## src/rtl/tof_pkg.sv

```systemverilog
package tof_pkg;

   typedef enum logic [1:0] {
      PX_IDLE  = 2'd0,
      PX_ARMED = 2'd1,
      PX_HIT   = 2'd2,
      PX_MISS  = 2'd3
   } px_state_e;

   // Feedback tap masks for maximal-length Fibonacci registers, bit i = stage i
   function automatic logic [31:0] lfsr_taps(input int unsigned w);
      logic [31:0] m;
      m = '0;
      case (w)
         3:  m = 32'h0000_0006;
         4:  m = 32'h0000_000C;
         5:  m = 32'h0000_0014;
         6:  m = 32'h0000_0030;
         7:  m = 32'h0000_0060;
         8:  m = 32'h0000_00B8;
         9:  m = 32'h0000_0110;
         10: m = 32'h0000_0240;
         11: m = 32'h0000_0500;
         12: m = 32'h0000_0E08;
         default: m = '0;
      endcase
      return m;
   endfunction

endpackage

```

## src/rtl/tof_lfsr.sv

```systemverilog
module tof_lfsr #(
   parameter int unsigned W = 10
) (
   input  logic         clk,
   input  logic         rst_n,
   input  logic         seed_load,
   input  logic         step_en,
   output logic [W-1:0] state
);
   localparam logic [31:0]  TAP_ALL = tof_pkg::lfsr_taps(W);
   localparam logic [W-1:0] TAPS    = TAP_ALL[W-1:0];
   localparam logic [W-1:0] SEED    = '1;

   initial begin
      assert (W >= 3 && W <= 12) else $error("tof_lfsr: W out of supported range");
   end

   logic          feedback;
   logic [W-1:0]  state_nx;

   always_comb begin
      feedback = ^(state & TAPS);
      state_nx = {state[W-2:0], feedback};
   end

   always_ff @(posedge clk or negedge rst_n) begin
      if (!rst_n)         state <= SEED;
      else if (seed_load) state <= SEED;
      else if (step_en)   state <= state_nx;
   end

   AST_NEVER_ZERO: assert property (@(posedge clk) disable iff (!rst_n)
      state != '0) else $error("coarse state reached zero");

   AST_SEED_LOAD: assert property (@(posedge clk) disable iff (!rst_n)
      seed_load |=> state == SEED) else $error("seed not loaded");

   AST_HOLD_IDLE: assert property (@(posedge clk) disable iff (!rst_n)
      (!step_en && !seed_load) |=> $stable(state)) else $error("state moved without enable");

endmodule

```

## src/rtl/tof_stop_sync.sv

```systemverilog
module tof_stop_sync #(
   parameter int unsigned STAGES = 2
) (
   input  logic clk,
   input  logic rst_n,
   input  logic din,
   output logic rise
);
   initial begin
      assert (STAGES >= 2 && STAGES <= 4) else $error("tof_stop_sync: STAGES must be 2..4");
   end

   logic [STAGES-1:0] chain;
   logic              last;

   genvar g;
   generate
      for (g = 0; g < STAGES; g++) begin : g_stage
         if (g == 0) begin : g_first
            always_ff @(posedge clk or negedge rst_n) begin
               if (!rst_n) chain[0] <= 1'b0;
               else        chain[0] <= din;
            end
         end else begin : g_next
            always_ff @(posedge clk or negedge rst_n) begin
               if (!rst_n) chain[g] <= 1'b0;
               else        chain[g] <= chain[g-1];
            end
         end
      end
   endgenerate

   always_ff @(posedge clk or negedge rst_n) begin
      if (!rst_n) last <= 1'b0;
      else        last <= chain[STAGES-1];
   end

   assign rise = chain[STAGES-1] & ~last;

endmodule

```

## src/rtl/tof_pixel.sv

```systemverilog
module tof_pixel
   import tof_pkg::*;
#(
   parameter int unsigned CW          = 10,
   parameter int unsigned FW          = 3,
   parameter int unsigned SYNC_STAGES = 2,
   localparam int unsigned WW         = CW + FW
) (
   input  logic          clk,
   input  logic          rst_n,
   input  logic          frame_start,
   input  logic          gate,
   input  logic          gate_closed,
   input  logic          tick,
   input  logic          stop_in,
   input  logic [FW-1:0] fine_phase,
   output logic [WW-1:0] word,
   output logic          valid,
   output logic          nohit
);
   initial begin
      assert (FW >= 1 && FW <= 8) else $error("tof_pixel: FW out of range");
   end

   px_state_e      st;
   logic           stop_rise;
   logic           capture;
   logic           close_miss;
   logic           step_en;
   logic [CW-1:0]  coarse;
   logic [FW-1:0]  fine_q;

   tof_stop_sync #(.STAGES(SYNC_STAGES)) u_sync (
      .clk  (clk),
      .rst_n(rst_n),
      .din  (stop_in),
      .rise (stop_rise)
   );

   always_comb begin
      capture    = (st == PX_ARMED) && stop_rise && gate;
      close_miss = (st == PX_ARMED) && !capture && gate_closed;
      step_en    = (st == PX_ARMED) && gate && tick && !capture;
   end

   tof_lfsr #(.W(CW)) u_coarse (
      .clk      (clk),
      .rst_n    (rst_n),
      .seed_load(frame_start),
      .step_en  (step_en),
      .state    (coarse)
   );

   always_ff @(posedge clk or negedge rst_n) begin
      if (!rst_n) begin
         st     <= PX_IDLE;
         fine_q <= '0;
      end else if (frame_start) begin
         st     <= PX_ARMED;
         fine_q <= '0;
      end else if (capture) begin
         st     <= PX_HIT;
         fine_q <= fine_phase;
      end else if (close_miss) begin
         st     <= PX_MISS;
      end
   end

   assign word  = {coarse, fine_q};
   assign valid = (st == PX_HIT);
   assign nohit = (st == PX_MISS);

   AST_FIRST_HIT_HOLD: assert property (@(posedge clk) disable iff (!rst_n)
      (valid && !frame_start) |=> (valid && $stable(word))) else $error("captured word moved");

   AST_CAPTURE_IN_WINDOW: assert property (@(posedge clk) disable iff (!rst_n)
      $rose(valid) |-> $past(gate)) else $error("capture outside window");

   AST_MISS_ON_CLOSE: assert property (@(posedge clk) disable iff (!rst_n)
      $rose(nohit) |-> !$past(gate)) else $error("miss flagged while gate open");

   AST_SHUT_FREEZE: assert property (@(posedge clk) disable iff (!rst_n)
      (!gate && !frame_start) |=> $stable(word[WW-1:FW])) else $error("coarse moved with gate low");

endmodule

```

## src/rtl/tof_tdc_array.sv

```systemverilog
module tof_tdc_array #(
   parameter int unsigned ROWS        = 8,
   parameter int unsigned COLS        = 8,
   parameter int unsigned CW          = 10,
   parameter int unsigned FW          = 3,
   parameter int unsigned SYNC_STAGES = 2,
   localparam int unsigned NPIX       = ROWS * COLS,
   localparam int unsigned WW         = CW + FW
) (
   input  logic               clk,
   input  logic               rst_n,
   input  logic               frame_start,
   input  logic               gate,
   input  logic               src_sel,
   input  logic               osc_tick,
   input  logic               ext_tick,
   input  logic [NPIX-1:0]    stop_in,
   input  logic [FW-1:0]      fine_phase,
   output logic [NPIX*WW-1:0] word_out,
   output logic [NPIX-1:0]    valid_out,
   output logic [NPIX-1:0]    nohit_out
);
   initial begin
      assert (ROWS >= 1 && COLS >= 1 && NPIX <= 256) else $error("tof_tdc_array: array size out of range");
   end

   logic gate_d;
   logic gate_closed;
   logic ref_tick;

   always_ff @(posedge clk or negedge rst_n) begin
      if (!rst_n) gate_d <= 1'b0;
      else        gate_d <= gate;
   end

   always_comb begin
      gate_closed = gate_d & ~gate;
      ref_tick    = src_sel ? ext_tick : osc_tick;
   end

   genvar r, c;
   generate
      for (r = 0; r < ROWS; r++) begin : g_row
         for (c = 0; c < COLS; c++) begin : g_col
            localparam int unsigned IDX = r * COLS + c;
            tof_pixel #(
               .CW         (CW),
               .FW         (FW),
               .SYNC_STAGES(SYNC_STAGES)
            ) u_px (
               .clk        (clk),
               .rst_n      (rst_n),
               .frame_start(frame_start),
               .gate       (gate),
               .gate_closed(gate_closed),
               .tick       (ref_tick),
               .stop_in    (stop_in[IDX]),
               .fine_phase (fine_phase),
               .word       (word_out[IDX*WW +: WW]),
               .valid      (valid_out[IDX]),
               .nohit      (nohit_out[IDX])
            );
         end
      end
   endgenerate

   AST_FRAME_CLEARS: assert property (@(posedge clk) disable iff (!rst_n)
      frame_start |=> (valid_out == '0 && nohit_out == '0)) else $error("frame start did not clear flags");

endmodule

```

## config.mk

```make
export PLATFORM = sky130hd
export DESIGN_NAME = tof_tdc_array
export DESIGN_NICKNAME = d
export VERILOG_FILES = /design/src/rtl/tof_pkg.sv /design/src/rtl/tof_lfsr.sv /design/src/rtl/tof_stop_sync.sv /design/src/rtl/tof_pixel.sv /design/src/rtl/tof_tdc_array.sv
export SDC_FILE = /design/constraint.sdc
export NUM_CORES = 2
export LEC_CHECK = 0
export BUFFER_PORTS_ARGS = -buffer_cell sky130_fd_sc_hd__buf_2
export CAP_MARGIN = 30
export CORE_AREA = 8 8 395 397
export DETAILED_ROUTE_END_ITERATION = 6
export DIE_AREA = 0 0 403 405
export GPL_ROUTABILITY_DRIVEN = 0
export PLACE_DENSITY_LB_ADDON = 0.25
export SLEW_MARGIN = 20
export SYNTH_ARGS = -nofsm -noshare
export SYNTH_HDL_FRONTEND = slang
export SYNTH_SLANG_ARGS = --single-unit
export TNS_END_PERCENT = 10
```

## constraint.sdc

```tcl
create_clock -name clk -period 1.9 [get_ports clk]
set_clock_uncertainty 0.05 [all_clocks]
set_input_delay 0.095 -clock clk [delete_from_list [all_inputs] [get_ports clk]]
set_output_delay 0.095 -clock clk [all_outputs]
set_load 0.1 [all_outputs]
```

* After elaboration in Yosys (flattened, before gate mapping)
Cells that the tools add are included.
Storage, ports and cells: register bits after elaboration 1153, latch bits 0, RAM bits 0, ROM bits 0, input port bits 74, output and inout bits 960, logic and storage cells 1924, memories kept 0
Operators by class: add/sub/neg operators 0, multiply operators 0, divide/modulo/power cells 0, order comparisons 0, equality and inequality tests 192, shift operators 0, multiplexer cells 449, bitwise operators 130, reductions and logical operators 768
Operators by type and width (count):
- $mux W10 | 128
- $reduce_xor A10 Y1 | 64
- $logic_and A1 B1 Y1 | 448
- $mux W2 | 192
- $mux W3 | 128
- $eq A2 B2 Y1 const B | 128
- $reduce_bool A2 Y1 | 128
- $reduce_bool A3 Y1 | 64
- $eq A2 B1 Y1 const B | 64
- $and A1 B1 Y1 | 65
- $not A1 Y1 | 65
- $logic_not A1 Y1 | 64
- $mux W1 | 1

* Logic depth before layout (Yosys ltp)
depth after elaboration 10, gate-level depth with buffers 6, depth with buffers taken out 3

* Modules after synthesis
Synthesis repeated with hierarchy kept, for this count alone.
Second synthesis, totals: cells, all modules 3907, area, all modules 50094.3 um^2
Modules (own cells, without submodules):
- tof_lfsr | times used 64, cells an instance 33, area an instance 426.7 um^2, seq. area each 262.8 um^2
- tof_pixel | times used 64, cells an instance 24, area an instance 266.5 um^2, seq. area each 125.1 um^2
- tof_stop_sync | times used 64, cells an instance 4, area an instance 88.8 um^2, seq. area each 75.1 um^2
- tof_tdc_array | times used 1, cells an instance 3, area an instance 46.3 um^2, seq. area each 25.0 um^2

* Worst setup path after synthesis
Ideal clock, no wire load.
kind register -> register, start reg, netlist name g_row[0].g_col[0].u_px.fine_q[0], end reg g_row[0].g_col[0].u_px.fine_q[0], setup time 0.078 ns, arrival 1.248 ns, data required time 1.772 ns, setup slack 0.524 ns, stages on the path, launching flop included 3, buffers on the path 0, period minus slack after synthesis 1.376 ns, cells stage by stage dfrtp_1 > o21ai_0 > a21oi_1
RTL lines:
- to (signal assigned) | line tof_pixel.sv:63 | fine_q <= fine_phase;
- to (decl) | line tof_pixel.sv:31 | logic [FW-1:0] fine_q;

* Worst setup path in the final report
start reg g_row[0].g_col[4].u_px.st[0], end out valid_out[4]
On the way: longest elaborated chain between the ends 1
RTL lines:
- from (decl) | line tof_pixel.sv:25 | px_state_e st;
- from (signal assigned) | line tof_pixel.sv:56 | st <= PX_IDLE;
- from (signal assigned) | line tof_pixel.sv:59 | st <= PX_ARMED;
- from (signal assigned) | line tof_pixel.sv:62 | st <= PX_HIT;
- $eq A2 B2 Y1 | line tof_pixel.sv:70 | assign valid = (st == PX_HIT);
- to (decl) | line tof_tdc_array.sv:20 | output logic [NPIX-1:0] valid_out,
Every way passes these cells.

==> run summary <==
status: finished clean
largest net degree at the start of global routing: 96
CP required: 1.75 ns
R2R Setup Slk: 0.20 ns
crit path time final: 1.856 ns
share of cells above drive strength 1: 0.4099
synth top area cells: dfstp_2 (34%), dfrtp_1 (26%), mux2i_1 (13%)
Port Buffers: 1033
M1 WL: 73.14 mm
routed length on met3: 14.18 mm
area share of the largest cell type after synthesis: 0.3378
num rows: 142
endpoints failing hold: 0
Max IR drop VDD: 806.3 uV
Worst Max-Slew Pin Slew: 0.8870 ns
antenna violations before repair: 4
Mapped Cells: 4240
Initial DRT Pass Iterations: 6
H-tree depth: 4
CP max stage delay: 0.43 ns
worst min-delay path category: in2reg
vias in the first global route: 38070
commonest non-fill, non-tap cells in the layout: buf_4 (839), nor2_1 (704), mux2i_1 (640), dfstp_2 (640), dfrtp_1 (487)
GR Util All Layers: 0.2147
via/cell ratio: 4.964
Cell Chain, Critical Path: nor2b_1 -> buf_6
Max Cap Viol: 0
fmax: 538.8 MHz
Top Metal Used: met5
TritonCTS clock tree: yes
RSZ-0062 raised after global routing: yes
WP data arrival: 1.71 ns
WL/cell: 24.56 um
core footprint: 0.1492 mm2
Starting Density: 0.3336
Seq/Total Area, Yosys: 0.5956
clk buf depth: 3
Distinct cells, synth: 29
Clock Pin Slew Worst Setup and Hold Paths: 0.06 ns
NetSw: 17.70 mW
initial DRC count: 2328
nets: 5445
most common cell after layout, fill and taps aside: buf_4
gr ovfl total: 0
met2 wire length: 89.18 mm
number of I/O pins: 1034
clock network fraction of total power: 0.433
DR DRC count: 0
Sequential Power Share: 0.426
ANT nets after route: 0
mapped cell area: 0.04979 mm2
Comb power frac: 0.141
DP Wirelength: 138.5 mm
Yosys reg bits: 1153
syn avg cell area: 11.74 um2
crit path to: valid_out[4]
first-pass GRT wire length: 265.4 mm
Worst Setup Start Kind: flop
Synthesized Nets: 4314
Num CTS Buffers: 135
via count: 36860
crit-path max FO: 7
DRT Wirelength: 182.4 mm
clock sinks: 1153
Int Pwr: 43.48 mW
latest clock arrival within the worst-skew pair: 0.74 ns
fin util: 0.4411
Root Buffer Master: clkbuf_16
CP startpoint: g_row[0].g_col[4].u_px.st[0]$_DFFE_PN0P_
LEAKAGE: 31.13 nW
pwr/cell area: 929.4 mW/mm2
Area Growth Syn to Fin: 32.22%
switch share: 0.2894
slowest library cell on the worst path: dfrtp_1
Fillers: 14040
post-synth top area cell: dfstp_2
Total Power: 61.19 mW
Critical R2R Launch: g_row[6].g_col[7].u_px.st[1]$_DFFE_PN0P_
die outline height: 405 um
RR Endpoint: g_row[6].g_col[7].u_px.st[0]$_DFFE_PN0P_
slew margin rel.: 0.4086
Tcrit/Tclk final: 0.9769
synth warn: 0
Die X: 403 um
Worst Reg2Reg Path Length in Cells: 3
Worst setup EP type: output pin
max-slew violations: 0
CP Class: reg2out
Final Setup Violations: 0
die area: 0.1632 mm2
## repair_timing
action,CTS,global route
buffers inserted,3,0
pin swaps,0,1
endpoints found under the hold margin,1548,0
cloned,0,0
resized for setup,893,77
endpoints found under the setup margin,766,66
hold buffers,128,0
## synthesized netlist by cell type (all sizes together)
cell type and instances:
nor2 704, dfstp 640, mux2i 640, dfrtp 513, a21oi 320, buf 249
nand3 192, o21ai 192, clkbuf 147, nor2b 129, a21o 64, and2 64
inv 64, nand2 64, xor2 64, nor4bb 63, o2111ai 63, nand4bb 61
or4bb 2, and3 1, and3b 1, mux2 1, nand2b 1, nand3b 1
## worst max-delay path: cells and delay by family (launching register included)
| kind | cells | cell delay, ns |
|---|---|---|
| DFF | 1 | 0.43 |
| and+or+nand+nor | 1 | 0.26 |
| buffers and inverters | 1 | 0.27 |
## stage by stage
| stage | TNS, ns | worst slack, ns | hold slack, ns | std cells | area [um2] |
|---|---|---|---|---|---|
| global placement | -0.1806 | -0.01776 | 0.1548 | 7047 | 57420 |
| detailed placement | -0.8655 | -0.07383 | 0.1544 | 7047 | 57420 |
| floorplan | 0 | 0.5236 | -0.2506 | 4240 | 49790 |
| CTS | -0.1210 | -0.03190 | 0.005715 | 7424 | 65610 |
| finish | 0 | 0.04393 | 0.05880 | 7425 | 65830 |
| global route | -0.1507 | -0.04672 | 0.01844 | 7424 | 65830 |
## cells by family after synthesis
group / Yosys count / share of synthesized area
buf+inv: 460 / 0.05554
simple gates: 1283 / 0.1289
compound gates: 639 / 0.07974
flops: 1153 / 0.5956
mux: 641 / 0.1289
xor+xnor: 64 / 0.01126
## power by group through the flow
stage	registers (mW)	clock network [mW]	logic, mW
floorplan	28.2	0	3.92
global placement	26.4	0	8.18
CTS	26.0	27.2	8.72
finish	26.1	26.5	8.65
detailed placement	26.4	0	8.20
global route	26.2	28.1	9.10
## worst min path at each step
stage	start	end	slack, ns	cells after the start
6_report	stop_in[63]	g_row[7].g_col[7].u_px.u_sync.chain[0]$_DFF_PN0_	0.06	2
5_1_grt	stop_in[63]	g_row[7].g_col[7].u_px.u_sync.chain[0]$_DFF_PN0_	0.02	2
4_1_cts	stop_in[63]	g_row[7].g_col[7].u_px.u_sync.chain[0]$_DFF_PN0_	0.006	2
3_5_place_dp	stop_in[11]	g_row[1].g_col[3].u_px.u_sync.chain[0]$_DFF_PN0_	0.15	1
3_3_place_gp	stop_in[9]	g_row[1].g_col[1].u_px.u_sync.chain[0]$_DFF_PN0_	0.15	1
2_1_floorplan	rst_n	g_row[0].g_col[0].u_px.fine_q[0]$_DFFE_PN0P_	-0.25	0
## metal layers
metal | vias to the layer above | GRT usage
li1 | 16810 | -
met1 | 18730 | 0.2599
met2 | 1072 | 0.3617
met3 | 243 | 0.07153
met4 | 4 | 0.06900
met5 | - | 0
## sequential cells by signal, summed over array words and instances (netlist names)
register and cells:
gate_d 1, g_row.g_col.u_px.fine_q 192, g_row.g_col.u_px.u_coarse.state 640, g_row.g_col.u_px.st 128, g_row.g_col.u_px.u_sync.chain 128, g_row.g_col.u_px.u_sync.last 64
## final cells by class
cell class              count  area [um2]  area share
multi-input cells        2627       17530      0.2662
diodes                      1       2.502  0.00003801
inverters                  64       245.2    0.003725
flip-flops and latches   1153       29690      0.4510
well taps                1944        2432     0.03695
clock inverters            46       579.3    0.008800
clock buffers             200        3976     0.06040
repair buffers           1390       11380      0.1729
No activity file was read; power rests on OpenSTA's default activity.
